## config.mk

```make
export PLATFORM = sky130hd
export DESIGN_NAME = osc_period_capture
export DESIGN_NICKNAME = d
export VERILOG_FILES = /design/src/rtl/osc_cap_pkg.sv /design/src/rtl/occ_sync_edge.sv /design/src/rtl/occ_prescaler.sv /design/src/rtl/occ_event_div.sv /design/src/rtl/occ_timer.sv /design/src/rtl/osc_period_capture.sv
export SDC_FILE = /design/constraint.sdc
export NUM_CORES = 1
export LEC_CHECK = 0
export BUFFER_PORTS_ARGS = -buffer_cell sky130_fd_sc_hd__buf_2
export CAP_MARGIN = 20
export CORE_MARGIN = 5
export CORE_UTILIZATION = 52
export DETAILED_ROUTE_END_ITERATION = 16
export PLACE_DENSITY = 0.75
export SLEW_MARGIN = 20
export SYNTH_ARGS = -nofsm -noshare
export SYNTH_HDL_FRONTEND = slang
export SYNTH_SLANG_ARGS = --single-unit
```

## constraint.sdc

```tcl
create_clock -name clk_i -period 1.81 [get_ports clk_i]
set_input_delay 0.0905 -clock clk_i [delete_from_list [all_inputs] [get_ports clk_i]]
set_output_delay 0.0905 -clock clk_i [all_outputs]
set_load 0.005 [all_outputs]
```

## src/rtl/osc_cap_pkg.sv

```systemverilog
package osc_cap_pkg;
  localparam int TMR_W_DEF   = 16;
  localparam int PRESC_DEF   = 12;
  localparam int EVT_DIV_DEF = 8;
  localparam int SYNC_DEF    = 2;

  function automatic int cnt_w(input int div);
    return (div < 2) ? 1 : $clog2(div);
  endfunction
endpackage

```

## src/rtl/occ_sync_edge.sv

```systemverilog
module occ_sync_edge #(
  parameter int STAGES = 2
) (
  input  logic clk_i,
  input  logic rst_ni,
  input  logic d_i,
  output logic rise_o
);
  logic [STAGES:0] sh_q;

  always_ff @(posedge clk_i or negedge rst_ni) begin
    if (!rst_ni) sh_q <= '0;
    else         sh_q <= {sh_q[STAGES-1:0], d_i};
  end

  // last synchronized stage vs one extra delay stage
  assign rise_o = sh_q[STAGES-1] & ~sh_q[STAGES];
endmodule

```

## src/rtl/occ_prescaler.sv

```systemverilog
module occ_prescaler import osc_cap_pkg::*; #(
  parameter int DIV = PRESC_DEF
) (
  input  logic clk_i,
  input  logic rst_ni,
  input  logic run_i,
  output logic tick_o
);
  localparam int CW = cnt_w(DIV);
  localparam logic [CW-1:0] LAST = CW'(DIV - 1);

  logic [CW-1:0] cnt_q;

  assign tick_o = run_i && (cnt_q == LAST);

  always_ff @(posedge clk_i or negedge rst_ni) begin
    if (!rst_ni)    cnt_q <= '0;
    else if (run_i) cnt_q <= tick_o ? '0 : cnt_q + 1'b1;
  end
endmodule

```

## src/rtl/occ_event_div.sv

```systemverilog
module occ_event_div import osc_cap_pkg::*; #(
  parameter int DIV = EVT_DIV_DEF
) (
  input  logic clk_i,
  input  logic rst_ni,
  input  logic hold_i,
  input  logic ev_i,
  output logic wrap_o
);
  localparam int CW = cnt_w(DIV);
  localparam logic [CW-1:0] LAST = CW'(DIV - 1);

  logic [CW-1:0] cnt_q;

  assign wrap_o = ev_i && !hold_i && (cnt_q == LAST);

  always_ff @(posedge clk_i or negedge rst_ni) begin
    if (!rst_ni)     cnt_q <= '0;
    else if (hold_i) cnt_q <= '0;
    else if (ev_i)   cnt_q <= wrap_o ? '0 : cnt_q + 1'b1;
  end
endmodule

```

## src/rtl/occ_timer.sv

```systemverilog
module occ_timer #(
  parameter int W = 16
) (
  input  logic         clk_i,
  input  logic         rst_ni,
  input  logic         inc_i,
  input  logic         snap_i,
  output logic [W-1:0] count_o,
  output logic [W-1:0] snap_o
);
  logic [W-1:0] cnt_q, snap_q;

  always_ff @(posedge clk_i or negedge rst_ni) begin
    if (!rst_ni)    cnt_q <= '0;
    else if (inc_i) cnt_q <= cnt_q + 1'b1;
  end

  // pre-increment value
  always_ff @(posedge clk_i or negedge rst_ni) begin
    if (!rst_ni)     snap_q <= '0;
    else if (snap_i) snap_q <= cnt_q;
  end

  assign count_o = cnt_q;
  assign snap_o  = snap_q;
endmodule

```

## src/rtl/osc_period_capture.sv

```systemverilog
module osc_period_capture import osc_cap_pkg::*; #(
  parameter int TMR_W       = TMR_W_DEF,
  parameter int PRESC_DIV   = PRESC_DEF,
  parameter int EVT_DIV     = EVT_DIV_DEF,
  parameter int SYNC_STAGES = SYNC_DEF
) (
  input  logic             clk_i,
  input  logic             rst_ni,
  input  logic             slow_osc_i,
  input  logic             run_i,
  input  logic             cap_en_i,
  input  logic             irq_en_i,
  input  logic             flag_clr_i,
  output logic [TMR_W-1:0] count_o,
  output logic [TMR_W-1:0] capture_o,
  output logic             flag_o,
  output logic             irq_o
);
  logic slow_rise, tick, cap_evt, flag_q;

  occ_sync_edge #(.STAGES(SYNC_STAGES)) u_sync (
    .clk_i (clk_i),
    .rst_ni(rst_ni),
    .d_i   (slow_osc_i),
    .rise_o(slow_rise)
  );

  occ_prescaler #(.DIV(PRESC_DIV)) u_presc (
    .clk_i (clk_i),
    .rst_ni(rst_ni),
    .run_i (run_i),
    .tick_o(tick)
  );

  occ_event_div #(.DIV(EVT_DIV)) u_evdiv (
    .clk_i (clk_i),
    .rst_ni(rst_ni),
    .hold_i(!cap_en_i),
    .ev_i  (slow_rise),
    .wrap_o(cap_evt)
  );

  occ_timer #(.W(TMR_W)) u_tmr (
    .clk_i  (clk_i),
    .rst_ni (rst_ni),
    .inc_i  (tick),
    .snap_i (cap_evt),
    .count_o(count_o),
    .snap_o (capture_o)
  );

  // set dominates clear
  always_ff @(posedge clk_i or negedge rst_ni) begin
    if (!rst_ni)         flag_q <= 1'b0;
    else if (cap_evt)    flag_q <= 1'b1;
    else if (flag_clr_i) flag_q <= 1'b0;
  end

  assign flag_o = flag_q;
  assign irq_o  = flag_q & irq_en_i;
endmodule

```

======== After elaboration in Yosys (flattened, before gate mapping) ========
Cells that the tools add are included.
storage, ports and cells
  latch bits .............................. 0
  memories ................................ 0
  memory bits (read-only) ................. 0
  output and inout port bits .............. 34
  bits in registers ....................... 43
  input port bits ......................... 7
  memory bits (writable) .................. 0
cells by class
  bitwise gates (word level) .............. 3
  $mul .................................... 0
  div/mod/pow operators ................... 0
  shift operators ......................... 0
  reductions and logical operators ........ 4
  eq/ne operators ......................... 3
  multiplexer cells ....................... 6
  magnitude comparators ................... 0
  $add $sub $neg .......................... 3
operator list
  kind                                                                      number
  16-bit by 1-bit adder with 16-bit output (second input constant)          1
  3-bit 2-to-1 mux                                                          3
  4-bit by 1-bit adder with 4-bit output (second input constant)            1
  4-bit equality test (second input constant)                               1
  4-bit 2-to-1 mux                                                          1
  3-bit by 1-bit adder with 3-bit output (second input constant)            1
  3-bit equality test (second input constant)                               1
  1-bit logical AND                                                         3
  1-bit bitwise AND                                                         2
  1-bit 2-to-1 mux                                                          2
  2-bit by 1-bit inequality test with 1-bit output (second input constant)  1
  2-bit nonzero test                                                        1
  1-bit inverter                                                            1

======== Longest topological paths before layout ========
  depth in word-level cells ............... 7
  mapped depth ............................ 5
  gate-level depth less buffers ........... 5

======== By module ========
From an unflattened synthesis, not the netlist that was laid out.
unflattened totals
  cell total of the unflattened synthesis .. 132
  area, all modules ....................... 1793.0 sq um
by module, submodules not included
  module              cells an instance  area each (sq um)  sequential area each (sq um)  instances
  occ_timer           89                 1278.7             800.8                         1
  occ_prescaler       20                 212.7              100.1                         1
  occ_event_div       14                 166.4              75.1                          1
  occ_sync_edge       4                  88.8               75.1                          1
  osc_period_capture  5                  46.3               25.0                          1

======== Least setup slack after synthesis ========
No wires, ideal clock.
  kind .................................... register to register
  start point ............................. register u_evdiv.cnt_q[0]
  end point ............................... register u_tmr.snap_q[11] (netlist: u_tmr.snap_o[11])
  arrival time ............................ 1484 ps
  library setup time ...................... 125 ps
  slack ................................... 201 ps
  path buffers ............................ 1
  stages on the path, launching flop included .. 6
  required time ........................... 1685 ps
  cells stage by stage .................... dfrtp_1 > ha_1 > ha_1 > nand3_2 > buf_2 > mux2_2
on the way
  word-level cells in the longest chain between the ends .. 2
ends and longest elaborated chain
  what                      line                 source
  start: declaration        occ_event_div.sv:13  logic [CW-1:0] cnt_q;
  start signal: assignment  occ_event_div.sv:20  else if (ev_i) cnt_q <= wrap_o ? '0 : cnt_q + 1'b1;
  3-bit equality test       occ_event_div.sv:15  assign wrap_o = ev_i && !hold_i && (cnt_q == LAST);
  1-bit logical AND         occ_event_div.sv:15
  end signal: assignment    occ_timer.sv:21      else if (snap_i) snap_q <= cnt_q;
  end: declaration          occ_timer.sv:11      logic [W-1:0] cnt_q, snap_q;
No other way between the ends.
A chain may end at the register's enable or synchronous reset.

======== Worst setup path in the final report ========
  start point ............................. register u_evdiv.cnt_q[0]
  end point ............................... register u_tmr.snap_q[3] (netlist: u_tmr.snap_o[3])
The elaborated chain is that of the path after synthesis.

==> results.md <==
* Final Util at 65.3%
* Critical path required time at 2.06 ns
* Number of H-tree levels at 2
* Setup repair after global routing missed its margin: false
* Number of clock sinks at 43
* Share of async-settable or async-resettable flops after synthesis at 100%
* Worst Hold Class: in2reg
* Gate family responsible for the most delay along the worst path: flip-flops
* Cell with the largest stage delay on the worst path: dfrtp_1
* Share of cell area taken by muxes after synthesis at 11.2%
* Data arrival at the endpoint of the critical path at 1.89 ns
* Stage delay of the slowest cell on the critical path at 0.42 ns
* Power per cell area at 873 nW/um2
* Count of cells along the worst register-to-register path at 4
* Post-synth EDFFs at 0
* Total power at 1.92 mW
* Count of TritonRoute iterations in the first routing pass at 4
* Area after DPL at 2080 um2
* Global placement routability congestion at 0.726
* Setup Fix Bufs, Post-CTS at 0
* Die footprint at 4760 um2
* Critical-path cell list: ha_1, ha_1, nand3_2, mux2_2
* Main combinational cell family by area after synthesis: simple AND/OR/NAND/NOR gates
* CTS Root Buffer Type: clkbuf_4
* Avg Vias per Cell at 5.15
* Cell type with the highest occurrence count on the critical path: ha_1
* Count of unique library cells instantiated by Yosys at 29
* Core Area at 3360 um2
* Placement Setup Slack at 0.168 ns
* Slew @ Worst Pin at 0.814 ns
* Flop2flop setup slack at 0.16 ns
* Leading register cell type out of synthesis: dfrtp_1
* Final count of hold timing violations at 0
* Net count of the mapped netlist at 148
* Number of logic stages on the critical path including buffering at 4
* Register clock-pin slew on the reported worst setup and hold paths at 0.12 ns
* Post-detailed-routing wire length at 3270 um
* Drt drc at 0
* Post-cts resize count at 0
* Fraction of synthesized cell area taken by the top area cell type at 59.4%
* Share of final-layout standard cells stronger than drive strength 1 at 36.3%
* Die Span Y at 69.0 um
* Pin count of the biggest net entering global routing at 39
* Synth Area in Compound Gates at 2.69%
* Worst setup EP type: flop
* Library cell with the largest summed area after synthesis: dfrtp_1
* Overall track demand over capacity in global routing at 15.4%
* Layout Nets at 200
* CTS buffer count at 5
* Setup violation total in the final timing report at 0
* Startpoint type of the worst setup path: flop
* IR drop worst, VDD at 609 uV
* Maximum fanout count along the critical path at 17
* Number of antenna violations at the first check in global routing at 0
* Hold Path Origin: run_i
* Total via count in the routed design at 1,215
* Simple-gate portion of the synthesized area at 15.5%
* Static leakage at 1.20 nW
* First-pass GRT wire length at 5870 um
* Dominant cells by area after synthesis: dfrtp_1 59%, mux2_2 8.1%, xnor2_1 5.3%
* Final total negative setup slack at 0 ns
* Clock Skews at 0.00573 ns
* Worst-case setup margin in the final layout at 0.165 ns
* Endpoint of the worst register-to-register path: u_tmr.snap_o[3]
* Count of buffers inserted at the top-level ports at 40
* Final max-slew violation count at 0
* Post-route cell area at 2190 um2
* Via count of the first global-routing pass at 1,214
* Reg-to-reg startpoint: u_evdiv.cnt_q[0]
* Maximum frequency from static timing analysis at 608 MHz
* Top-level port count at 41
* Routed wire per std cell at 13.9 um
* TritonCTS clock tree: done
* Worst hold stages at 2
* Slew headroom at 45.8%
* Gate Count Post-Synth at 137
* Adder-cell share of the synthesized area at 2.76%
* Number of antenna repair diodes at 0
* Buf/Inv on CP at 0
* Critical path class: reg2reg
* Hold buffer count at CTS at 4
* Non-filler instance count after layout at 236
* Final HPWL from detailed placement at 2410 um
* Seq/Total Area, Yosys at 59.4%
* Placed Cells at 224
* Final period util at 90.9%
* Minimum hold slack at 0.0704 ns
* Mean cell area of the mapped netlist at 13.2 um2
* Total overflow reported by the global router at 0
* Starting utilization of the core area at 53.9%
* Remaining antenna violation count at 0
* Clock insertion delay at the later pin of the skew report at 0.35 ns
* Maximum clock path buffer count at 2
* Number of warnings printed during yosys synthesis at 0
* DRC marker count from the first detailed-route iteration at 57
* Result of the run: completed
* Post-synth design cell area at 1810 um2
* Tmin final at 1.65 ns
* Rows at 21
* Xor/xnor cell area share of the yosys netlist at 7.25%
* Count of state elements after synthesis at 43
* Count of max-cap constraint violations at 0
* Area Growth Syn to Fin at 21.1%
* Horizontal die dimension at 69.0 um
* Worst Hold Endpoint: u_presc.cnt_q[0]
-- cell usage after synthesis (all sizes together), types with 3 or more instances --
library cell  number
dfrtp             43
mux2              18
nand2             14
xnor2             11
nand3              6
nand4              6
nor3               5
ha                 4
o21ai              4
xor2               4
inv                3
-- per-layer routing --
metal	vias up	share of wire (%)	track usage (%)
met5	-	0	0
met4	0	1.5	4.56
met3	5	8.2	6.83
met2	45	48	23.5
met1	584	42	19.6
li1	581	-	-
-- cell families (layout without fill, tap and decap cells) --
family                   count (synthesis)  after routing
AND/OR/NAND/NOR                         44             44
flip-flops                              43             43
multiplexers                            18             18
XOR/XNOR                                15             15
AO/OA/AOI/OAI                            8              8
buffers and inverters                    5             58
adder cells (fa/ha/maj)                  4              4
-- how the worst max path moves through the flow --
stage | from | slack, ns | endpoint
after floorplan | u_evdiv.cnt_q[0] | 0.20 | u_tmr.snap_o[11]
after global placement | u_evdiv.cnt_q[0] | 0.21 | u_tmr.snap_o[12]
after detailed placement | u_evdiv.cnt_q[0] | 0.17 | u_tmr.snap_o[3]
after CTS | u_evdiv.cnt_q[0] | 0.14 | u_tmr.snap_o[7]
after global routing | u_evdiv.cnt_q[0] | 0.02 | u_tmr.snap_o[10]
final | u_evdiv.cnt_q[0] | 0.16 | u_tmr.snap_o[3]
-- placed cells by master (no fill, tap or decap) --
cell type / netlist / layout
a22o_1: 1 / 1
and2_1: 1 / 1
clkbuf_8: 0 / 2
clkinvlp_4: 0 / 1
inv_1: 3 / 3
nand4_1: 6 / 6
nor3_2: 1 / 1
ha_1: 4 / 4
nand3_1: 5 / 5
buf_4: 0 / 3
xor2_1: 4 / 4
a21boi_0: 2 / 2
xnor2_1: 11 / 11
mux2_2: 13 / 13
dlygate4sd3_1: 0 / 4
and4_1: 2 / 2
dfrtp_1: 43 / 43
clkbuf_4: 0 / 5
nor2_1: 2 / 2
nand4b_4: 1 / 1
and2b_1: 1 / 1
nor3b_1: 1 / 1
nand3b_1: 2 / 2
nor3_1: 2 / 2
mux2_1: 5 / 5
nor2b_1: 1 / 1
o21ai_0: 4 / 4
a21oi_1: 1 / 1
and3_1: 1 / 1
nand2b_1: 1 / 1
buf_2: 2 / 40
nand3_2: 1 / 1
nand2_1: 14 / 14
nor3_4: 2 / 2
-- final cells by class --
type                            count  area [um2]
Inverter                            3        11.3
Fill cell                         274        1170
Sequential cell                    43        1080
Multi-Input combinational cell     89         714
Timing Repair Buffer               47         263
Tap cell                           46        57.6
Clock inverter                      1        7.51
Clock buffer                        7        65.1
-- flip-flops by register name, indices dropped and copies added (netlist names) --
signal,flops
u_tmr.snap_o,16
u_presc.cnt_q,4
u_evdiv.cnt_q,3
u_sync.sh_q,3
u_tmr.count_o,16
flag_o,1
-- where the power goes --
group	total (mW)	internal (mW)	switching, mW
clock	0.529	0.227	0.302
combinational	0.249	0.131	0.118
sequential	1.14	1.03	0.108
total	1.92	1.39	0.528
No activity file was read; power rests on OpenSTA's default activity.
